--- config.mk ---
export PLATFORM = sky130hd
export DESIGN_NAME = sdram_cmd_trigger
export DESIGN_NICKNAME = d
export VERILOG_FILES = /design/src/rtl/sdram_cmd_trigger.sv
export SDC_FILE = /design/constraint.sdc
export NUM_CORES = 1
export LEC_CHECK = 0
export BUFFER_PORTS_ARGS = -buffer_cell sky130_fd_sc_hd__buf_2
export CAP_MARGIN = 20
export CORE_ASPECT_RATIO = 0.6
export CORE_MARGIN = 2
export CORE_UTILIZATION = 30
export CTS_BUF_LIST = sky130_fd_sc_hd__clkbuf_4 sky130_fd_sc_hd__clkbuf_8 sky130_fd_sc_hd__clkbuf_16
export DETAILED_ROUTE_END_ITERATION = 12
export MAX_ROUTING_LAYER = met4
export PLACE_DENSITY_LB_ADDON = 0.25
export SYNTH_ARGS = -nofsm -noshare
export SYNTH_HDL_FRONTEND = slang
export SYNTH_SLANG_ARGS = --single-unit
export TNS_END_PERCENT = 5
--- constraint.sdc ---
create_clock -name clk -period 3.7 [get_ports clk]
set_clock_uncertainty 0.1 [all_clocks]
set_input_delay 0.37 -clock clk [delete_from_list [all_inputs] [get_ports clk]]
set_output_delay 0.37 -clock clk [all_outputs]
set_load 0.02 [all_outputs]
--- src/rtl/sdram_cmd_trigger.sv ---
module sdram_cmd_trigger #(
  parameter int ADDR_W   = 32,
  parameter int CMD_BASE = 17,
  parameter int BANK_W   = 2
) (
  input  logic              clk,
  input  logic              rst_n,
  input  logic              cfg_we,
  input  logic [7:0]        cfg_wdata,
  output logic [7:0]        cfg_rdata,
  input  logic              acc_valid,
  input  logic              acc_write,
  input  logic [ADDR_W-1:0] acc_addr,
  output logic              acc_ready,
  output logic              acc_nodata,
  output logic              cmd_valid,
  output logic [1:0]        cmd_kind,
  output logic [ADDR_W-1:0] cmd_addr,
  output logic              cmd_sel_bit,
  output logic [BANK_W-1:0] cmd_bank,
  output logic [1:0]        cmd_width,
  input  logic              cmd_done
);
  localparam int BANK_BASE = CMD_BASE + 1;

  logic [2:0] mux_q;
  logic [1:0] ps_q;
  logic       pall_q, mrs_q, busy_q, busy_mrs_q;
  logic       fire_pall, fire_mrs, accept;

  assign fire_pall = pall_q & acc_write;
  assign fire_mrs  = mrs_q & ~fire_pall;
  assign accept    = acc_valid & ~busy_q;

  assign cmd_kind    = fire_pall ? 2'd2 : fire_mrs ? 2'd3 : {1'b0, acc_write};
  assign cmd_valid   = accept;
  assign acc_ready   = ~busy_q;
  assign acc_nodata  = accept & cmd_kind[1];
  assign cmd_addr    = acc_addr;
  assign cmd_sel_bit = acc_addr[CMD_BASE + int'(mux_q)];
  assign cmd_bank    = BANK_W'(acc_addr >> (BANK_BASE + int'(mux_q)));
  assign cmd_width   = ps_q[1] ? 2'd1 : (ps_q[0] ? 2'd0 : 2'd2);
  assign cfg_rdata   = {1'b0, mrs_q, pall_q, ps_q, mux_q};

  always_ff @(posedge clk) begin
    if (!rst_n) begin
      mux_q <= '0; ps_q <= '0; pall_q <= 1'b0; mrs_q <= 1'b0;
      busy_q <= 1'b0; busy_mrs_q <= 1'b0;
    end else begin
      if (accept && cmd_kind[1]) begin
        busy_q     <= 1'b1;
        busy_mrs_q <= cmd_kind[0];
      end else if (cmd_done) begin
        busy_q <= 1'b0;
      end
      if (cfg_we) begin
        {mrs_q, pall_q, ps_q, mux_q} <= cfg_wdata[6:0];
      end else if (busy_q && cmd_done) begin
        if (busy_mrs_q) mrs_q  <= 1'b0;
        else            pall_q <= 1'b0;
      end
    end
  end

  p_pall_write_r4: assert property (@(posedge clk) disable iff (!rst_n)
    (cmd_valid && cmd_kind == 2'd2) |-> (acc_write && cfg_rdata[5]));
  p_mrs_armed_r3: assert property (@(posedge clk) disable iff (!rst_n)
    (cmd_valid && cmd_kind == 2'd3) |-> cfg_rdata[6]);
  p_stall_after_fire_r7: assert property (@(posedge clk) disable iff (!rst_n)
    (cmd_valid && cmd_kind[1]) |=> !acc_ready);
  p_hold_until_done_r7: assert property (@(posedge clk) disable iff (!rst_n)
    (!acc_ready && !cmd_done) |=> (!acc_ready && !cmd_valid));
  p_mrs_clear_r6: assert property (@(posedge clk) disable iff (!rst_n)
    (busy_q && busy_mrs_q && cmd_done && !cfg_we) |=> (!cfg_rdata[6] && $stable(cfg_rdata[5])));
  p_pall_clear_r6: assert property (@(posedge clk) disable iff (!rst_n)
    (busy_q && !busy_mrs_q && cmd_done && !cfg_we) |=> (!cfg_rdata[5] && $stable(cfg_rdata[6])));
  p_write_wins_r10: assert property (@(posedge clk) disable iff (!rst_n)
    cfg_we |=> (cfg_rdata == {1'b0, $past(cfg_wdata[6:0])}));
endmodule

==> results of run 1 <==
## how the worst min path moves through the flow
stage                              end  slack [ps]  depth (start not counted)
5_1_grt        busy_mrs_q$_SDFFE_PN0P_         300                          2
3_5_place_dp   busy_mrs_q$_SDFFE_PN0P_         440                          2
2_1_floorplan  busy_mrs_q$_SDFFE_PN0P_         380                          1
3_3_place_gp      ps_q[0]$_SDFFE_PN0P_         420                          2
4_1_cts            pall_q$_SDFFE_PN0P_         290                          3
6_report           pall_q$_SDFFE_PN0P_         290                          3
## Yosys cell counts
cell type,n
mux2i_1,5
mux4_1,3
xor2_1,1
a21o_1,1
mux2_4,1
dfxtp_1,9
and2_1,1
buf_6,1
a311oi_1,1
a21oi_1,4
inv_1,3
mux4_2,2
conb_1,1
nand3_1,3
buf_4,36
o211ai_1,1
mux2_2,7
ha_1,1
nand2_1,3
clkbuf_1,2
nor2b_1,6
o21a_1,1
nor2_1,3
## routing by layer
layer	global-route usage [%]	up-vias	wire, um
met3	3.50	6	149
met2	15.8	33	839
met1	15.6	291	935
li1	-	333	-
met5	-	-	0
met4	4.29	0	34
## report_power, final
| part | leakage, nW | switching (mW) | total [mW] | internal, mW |
|---|---|---|---|---|
| Clock | 0.0262 | 0.0383 | 0.121 | 0.0823 |
| Combinational | 0.405 | 0.0582 | 0.110 | 0.0519 |
| Sequential | 0.0741 | 0.00889 | 0.112 | 0.103 |
| Total | 0.505 | 0.105 | 0.343 | 0.237 |
## state kept, by name, indices dropped and copies added (netlist names)
| register | count |
|---|---|
| busy_mrs_q | 1 |
| busy_q | 1 |
| mrs_q | 1 |
| mux_q | 3 |
| pall_q | 1 |
| ps_q | 2 |
## final cells by class
cell class / instances / area [um^2] / share of cell area (%)
Tap cell: 42 / 52.6 / 5.29
Sequential cell: 9 / 180 / 18.1
Multi-Input combinational cell: 45 / 425 / 42.8
Clock buffer: 4 / 48.8 / 4.91
Timing Repair Buffer: 55 / 275 / 27.7
Inverter: 3 / 11.3 / 1.13
## worst min-delay path, cell delays in order
cell and delay (ps):
buf_2 90, nand2_1 60, a21oi_1 50
## per-stage QoR
stage | hold slack [ps] | std cells
after floorplan | 384 | 96
after global placement | 418 | 154
after detailed placement | 435 | 154
after CTS | 286 | 158
after global routing | 301 | 158
final | 292 | 158
## logic make-up after synthesis
| kind of cell | share of synthesized area [%] |
|---|---|
| buffers and inverters | 33.1 |
| muxes | 29.6 |
| and+or+nand+nor | 8.98 |
| DFF | 19.9 |
| AOI/OAI and AO/OA | 5.66 |
| adders and majority gates | 1.38 |
| other | 0.414 |
| xor gates and xnor gates | 0.967 |
==> flow_summary.ini, run 1 <==
[logic_synthesis]
yosysUniqueCellTypes = 23
synth.ff_latch_count = 9
yosys_warnings = 0
syn_inst = 96
syn-num-nets = 143
synth_area_leader_cell = buf_4
synth_area_um2 = 906
avgSynthCellArea_um2 = 9.44
yosysSeqAreaShare_pct = 19.9
ys_top_cells_by_area = buf_4 (30%), dfxtp_1 (20%), mux4_1 (8.7%)
synth_top_cell_area_share_pct = 29.8

[floorplanning]
initial_core_util_pct = 31.5
dieArea_um2 = 3490
coreArea_um2 = 2870
die_w_um = 74.9
io_pins = 96
die_y_um = 46.6
rows = 15

[clock_tree]
cts_tree = built
htree_levels = 1
clock-sinks = 9
cts_root_buf = clkbuf_8
cts_hold_buf = 0
clockBufferDepth = 2
path_clk_slew_ps = 40
cts-buffers-inserted = 3
post_cts_buffers = 0
ctsResizeCount = 0
clk_latency_ps = 230

[detailed_routing]
drt_iter0_markers = 24
drcViolationCount = 0
vias_per_cell = 4.20
ant_nets = 0
wire_per_inst_um = 12.4
via_count = 663
drt-total-wl_um = 1960
first_pass_iters = 6

[place]
gp_congestion = 0.794
placed_area_um2 = 945
port_buffers = 55
dp_hpwl_um = 1610
post-place-ws_ps = 1180

[hold_path]
min_from = cfg_wdata[5]
hp-class = in -> reg

[sta]
tns_ps = 0
fmax_ghz = 0.360
hold_viol = 0
finalMaxSlewViolations = 0
layout_min_cycle_time_ps = 2780
fin_ws_ps = 922
rsz0062_at_grt = false
setup_viol = 0
finalCritPeriodShare_pct = 75.1

[global_routing]
grt_use_total_pct = 11.5
grt_overflow_total = 0
grt_max_degree = 11
antenna_found_initial = 0
grt_pass1_vias = 596
grt_first_pass_wirelength_um = 2830

[power_and_ir_drop]
power_density_nw_per_um2 = 345
p_leak_nw = 0.505
ir_drop_v = 0.000193
finalPower_mw = 0.343

[worst_setup_path]
ff2ff_setup_slack_ps = 2560
path_cells = ha_1, mux4_1, mux2_2, mux2_4, buf_2
setup.worst_path.start = mux_q[1]$_SDFFE_PN0P_
endpoint = cmd_sel_bit
cpMaxStageDelayCell = mux4_1
cp.required_ps = 3230
worstPathArrival_ps = 2310
cp_num_buf_inv = 1
slowest_delay_ps = 560
critical_path_class = reg -> out
reg2regPathDepth = 3
start_kind = flop
crit_path_max_fanout = 10
cpLargestDelayFamily = multiplexers
crit_path_end_kind = output port
timing.rr.start = busy_q$_SDFFE_PN0P_
reg2reg_to = busy_mrs_q$_SDFFE_PN0P_
cp.depth = 5

[layout]
design_area_um2 = 993
fillers = 306
diodes = 0
syn_to_final_growth_pct = 9.67
final_common_cell = buf_2
drive_above_1_share_pct = 59.5
nNetsFinal = 164
fin_util_pct = 34.6
final_cell_mix = buf_2 (55), dfxtp_1 (9), mux2_2 (7), nor2b_1 (6), mux2i_1 (5)

[run_status]
outcome = complete, no violations

[flow_run]
maxCapViolCount = 0
Note: power is estimated with default switching activity, not from simulation.
==> inputs of run 2 (changes only) <==
- clock period: 3.7 -> 2.3 ns (I/O delays scaled with it)
==> flow_summary.ini, run 2 (synthesized netlist as in run 1, its figures left out) <==
[run_status]
outcome = complete, no violations

[hold_path]
hp-class = in -> reg
min_delay_path_depth = 3

[sta]
finalMaxSlewViolations = 0
fmax_ghz = 0.436
layout_min_cycle_time_ps = 2300
setup_viol = 0
fin_ws_ps = 4.35
rsz0062_at_grt = true
hold_viol = 0
finalCritPeriodShare_pct = 99.8

[layout]
design_area_um2 = 1040
nNetsFinal = 168
fillers = 309
reg_top3 = mux_q: 3 flops, ps_q: 2 flops
syn_to_final_growth_pct = 15.3
largest_reg_flops = 3
final_common_cell = buf_2
diodes = 0
top_register = mux_q
multi_input_area_um2 = 438
final_cell_mix = buf_2 (54), dfxtp_1 (7), nor2b_1 (6), mux2_2 (6), mux2i_1 (5)
seqCellArea_um2 = 183
drive_above_1_share_pct = 64.2

[clock_tree]
cts-buffers-inserted = 3
htree_levels = 1
cts_tree = built
clk_latency_ps = 230
cts_root_buf = clkbuf_8
cts_hold_buf = 0
clockBufferDepth = 2
clock-sinks = 9
path_clk_slew_ps = 40

[power_and_ir_drop]
p_sw_mw = 0.172
p_sw_share_pct = 30.3
intPower_mw = 0.395
p_leak_nw = 0.527
ir_drop_v = 0.000333
seq_power_share_pct = 30.7
power_frac_clock_pct = 33.8
power_density_nw_per_um2 = 543
combPwrFrac_pct = 35.4
finalPower_mw = 0.567

[floorplanning]
die_y_um = 46.6
coreArea_um2 = 2870
rows = 15
dieArea_um2 = 3490
initial_core_util_pct = 31.5
io_pins = 96
die_w_um = 74.9

[detailed_routing]
via_count = 705
ant_nets = 0
drcViolationCount = 0
drt-total-wl_um = 2030
first_pass_iters = 4
vias_per_cell = 4.35
drt_iter0_markers = 12
wire_per_inst_um = 12.5

[global_routing]
grt_max_degree = 10
grt_overflow_total = 0
grt_use_total_pct = 11.9
grt_pass1_vias = 613
grt_first_pass_wirelength_um = 2870
antenna_found_initial = 0

[worst_setup_path]
reg2regPathDepth = 3
cp.depth = 5
cpLargestDelayFamily = multiplexers
critical_path_class = reg -> out
slowest_delay_ps = 490
setup.worst_path.start = mux_q[0]$_SDFFE_PN0P_
timing.rr.start = busy_q$_SDFFE_PN0P_
cp_num_buf_inv = 1
cpMaxStageDelayCell = mux4_2
ff2ff_setup_slack_ps = 1190
start_kind = flop
path_cells = ha_4, mux4_2, mux2_4, mux2_4, buf_6
crit_path_max_fanout = 2
crit_top_cell = mux2_4
crit_path_end_kind = output port
worstPathArrival_ps = 1970
cp.required_ps = 1970
reg2reg_to = busy_mrs_q$_SDFFE_PN0P_
endpoint = cmd_sel_bit

[flow_run]
maxCapViolCount = 0

[place]
port_buffers = 55
placed_area_um2 = 975
gp_congestion = 0.779
dp_hpwl_um = 1680
post-place-ws_ps = 153
run 2: worst min-delay path, delay by kind of cell:
| kind | cells | cell delay [ps] |
|---|---|---|
| buffers and inverters | 1 | 90 |
| AOI/OAI and AO/OA | 1 | 50 |
| and+or+nand+nor | 1 | 50 |
run 2: timing repair:
action	CTS	global route
gates resized for setup	7	0
setup buffers	0	0
pin swaps	1	0
endpoints found under the setup margin	1	1
run 2: power groups by stage:
stage / sequential (mW) / clock (mW) / combinational (mW)
6_report: 0.174 / 0.192 / 0.201
4_1_cts: 0.174 / 0.198 / 0.203
5_1_grt: 0.176 / 0.208 / 0.219
3_5_place_dp: 0.176 / 0 / 0.193
2_1_floorplan: 0.182 / 0 / 0.182
3_3_place_gp: 0.175 / 0 / 0.191
run 2: through the flow:
step	hold WS [ps]	setup TNS, ps	std cells	util [%]
after global routing	166	-56.7	162	36.4
final	147	0	162	36.4
after global placement	360	0	158	33.9
after CTS	144	0	162	36.4
after detailed placement	360	0	158	33.9
after floorplan	244	0	96	-
run 2: per-layer routing:
| metal | GRT usage (%) | part of all wire (%) |
|---|---|---|
| met4 | 2.14 | 0.79 |
| met2 | 16.5 | 45 |
| met5 | - | 0 |
| met3 | 4.16 | 7.1 |
| met1 | 16.6 | 47 |
run 2: worst min-delay path by stage:
stage	start	endpoint	slack (ps)
final	cfg_wdata[6]	mrs_q$_SDFFE_PN0P_	150
after global routing	cfg_wdata[6]	mrs_q$_SDFFE_PN0P_	170
after CTS	cfg_wdata[6]	mrs_q$_SDFFE_PN0P_	140
after detailed placement	acc_addr[31]	cmd_addr[31]	360
after global placement	acc_addr[31]	cmd_addr[31]	360
after floorplan	acc_write	busy_mrs_q$_SDFFE_PN0P_	240
run 2: final cells by class:
class	count	share of cell area, %
multi-input combinational	45	41.9
inverter	3	1.08
timing repair buffer	59	29.8
clock buffer	4	4.67
tap	42	5.03
sequential	9	17.5
==> inputs of run 3 (changes only) <==
- SETUP_SLACK_MARGIN: default -> 0.2
==> flow_summary.ini, run 3 (synthesized netlist as in run 1, its figures left out) <==
[sta]
layout_min_cycle_time_ps = 2310
finalCritPeriodShare_pct = 100
finalMaxSlewViolations = 0
rsz0062_at_grt = true
setup_viol = 1
fmax_ghz = 0.433
fin_ws_ps = -9.75
hold_viol = 0

[floorplanning]
die_w_um = 74.9
dieArea_um2 = 3490
coreArea_um2 = 2870
initial_core_util_pct = 31.5
io_pins = 96
rows = 15
die_y_um = 46.6

[worst_setup_path]
crit_path_end_kind = output port
cp.required_ps = 1970
worstPathArrival_ps = 1980
cpLargestDelayFamily = multiplexers
path_cells = ha_4, mux4_2, mux2_4, mux2_4, buf_6
crit_top_cell = mux2_4
start_kind = flop
crit_path_max_fanout = 2
critical_path_class = reg -> out
cp_num_buf_inv = 1
slowest_delay_ps = 490
cpMaxStageDelayCell = mux4_2

[global_routing]
grt_overflow_total = 0
grt_use_total_pct = 12.0
grt_pass1_vias = 646
antenna_found_initial = 0
grt_first_pass_wirelength_um = 2950
grt_max_degree = 10

[layout]
reg_top3 = mux_q: 3 flops, ps_q: 2 flops
fin_util_pct = 36.4
nNetsFinal = 168
largest_reg_flops = 3
final_cell_mix = buf_2 (54), dfxtp_1 (7), nor2b_1 (6), mux2_2 (6), mux2i_1 (5)
final_common_cell = buf_2
design_area_um2 = 1040
drive_above_1_share_pct = 64.2
top_register = mux_q
diodes = 0
syn_to_final_growth_pct = 15.3

[flow_run]
maxCapViolCount = 0

[place]
port_buffers = 55
gp_congestion = 0.867
dp_hpwl_um = 1670
placed_area_um2 = 982

[power_and_ir_drop]
p_leak_nw = 0.527
ir_drop_v = 0.000266
power_density_nw_per_um2 = 546

[detailed_routing]
drt_iter0_markers = 18
drt-total-wl_um = 2010
wire_per_inst_um = 12.4
first_pass_iters = 4
vias_per_cell = 4.30
ant_nets = 0
via_count = 696
drcViolationCount = 0

[clock_tree]
cts_hold_buf = 0
clk_latency_ps = 230
clock-sinks = 9
clockBufferDepth = 2
cts_root_buf = clkbuf_8
htree_levels = 1
cts-buffers-inserted = 3
cts_tree = built
path_clk_slew_ps = 50

[run_status]
outcome = finished with violations
violations = setup timing

[hold_path]
hp-class = in -> reg
-- run 3: final cells by class --
cell class / count / area (um^2)
Timing Repair Buffer: 59 / 312
Fill cell: 307 / 1830
Tap cell: 42 / 52.6
Sequential cell: 9 / 183
Inverter: 3 / 11.3
Clock buffer: 4 / 48.8
Multi-Input combinational cell: 45 / 438
-- run 3: metal layers --
layer,GRT usage (%),wire (um),up-vias
li1,-,-,337
met1,14.4,859,316
met2,17.2,914,17
met3,3.94,133,26
met4,8.21,97,0
met5,-,0,-
-- run 3: repair_timing --
action,in CTS,in global routing
setup endpoints to repair,3,3
setup buffers,1,0
pin swaps,1,0
resized for setup,4,0
-- run 3: through the flow --
| stage | hold slack (ps) | setup slack (ps) | setup TNS (ps) | power [mW] | std cells |
|---|---|---|---|---|---|
| after floorplan | 244 | 248 | 0 | 0.367 | 96 |
| after global placement | 360 | 165 | 0 | 0.367 | 157 |
| after detailed placement | 360 | 145 | 0 | 0.370 | 157 |
| after CTS | 141 | -17.8 | -17.8 | 0.578 | 162 |
| after global routing | 158 | -61.8 | -61.8 | 0.602 | 162 |
| final | 146 | -9.75 | -9.75 | 0.570 | 162 |
-- run 3: report_power, final --
| part | internal, mW | leakage, nW | total, mW | switching [mW] |
|---|---|---|---|---|
| sequential | 0.166 | 0.0748 | 0.174 | 0.00830 |
| combinational | 0.0972 | 0.426 | 0.200 | 0.103 |
| clock | 0.133 | 0.0262 | 0.196 | 0.0632 |
-- run 3: final timing paths --
kind | from | end | slack [ps] | cells after the start
worst max-delay path | mux_q[1]$_SDFFE_PN0P_ | cmd_sel_bit | -10 | 5
worst min-delay path | acc_write | busy_mrs_q$_SDFFE_PN0P_ | 150 | 2
worst max register to register | busy_q$_SDFFE_PN0P_ | busy_mrs_q$_SDFFE_PN0P_ | 1230 | 3
worst min register to register | ps_q[0]$_SDFFE_PN0P_ | ps_q[0]$_SDFFE_PN0P_ | 440 | 2
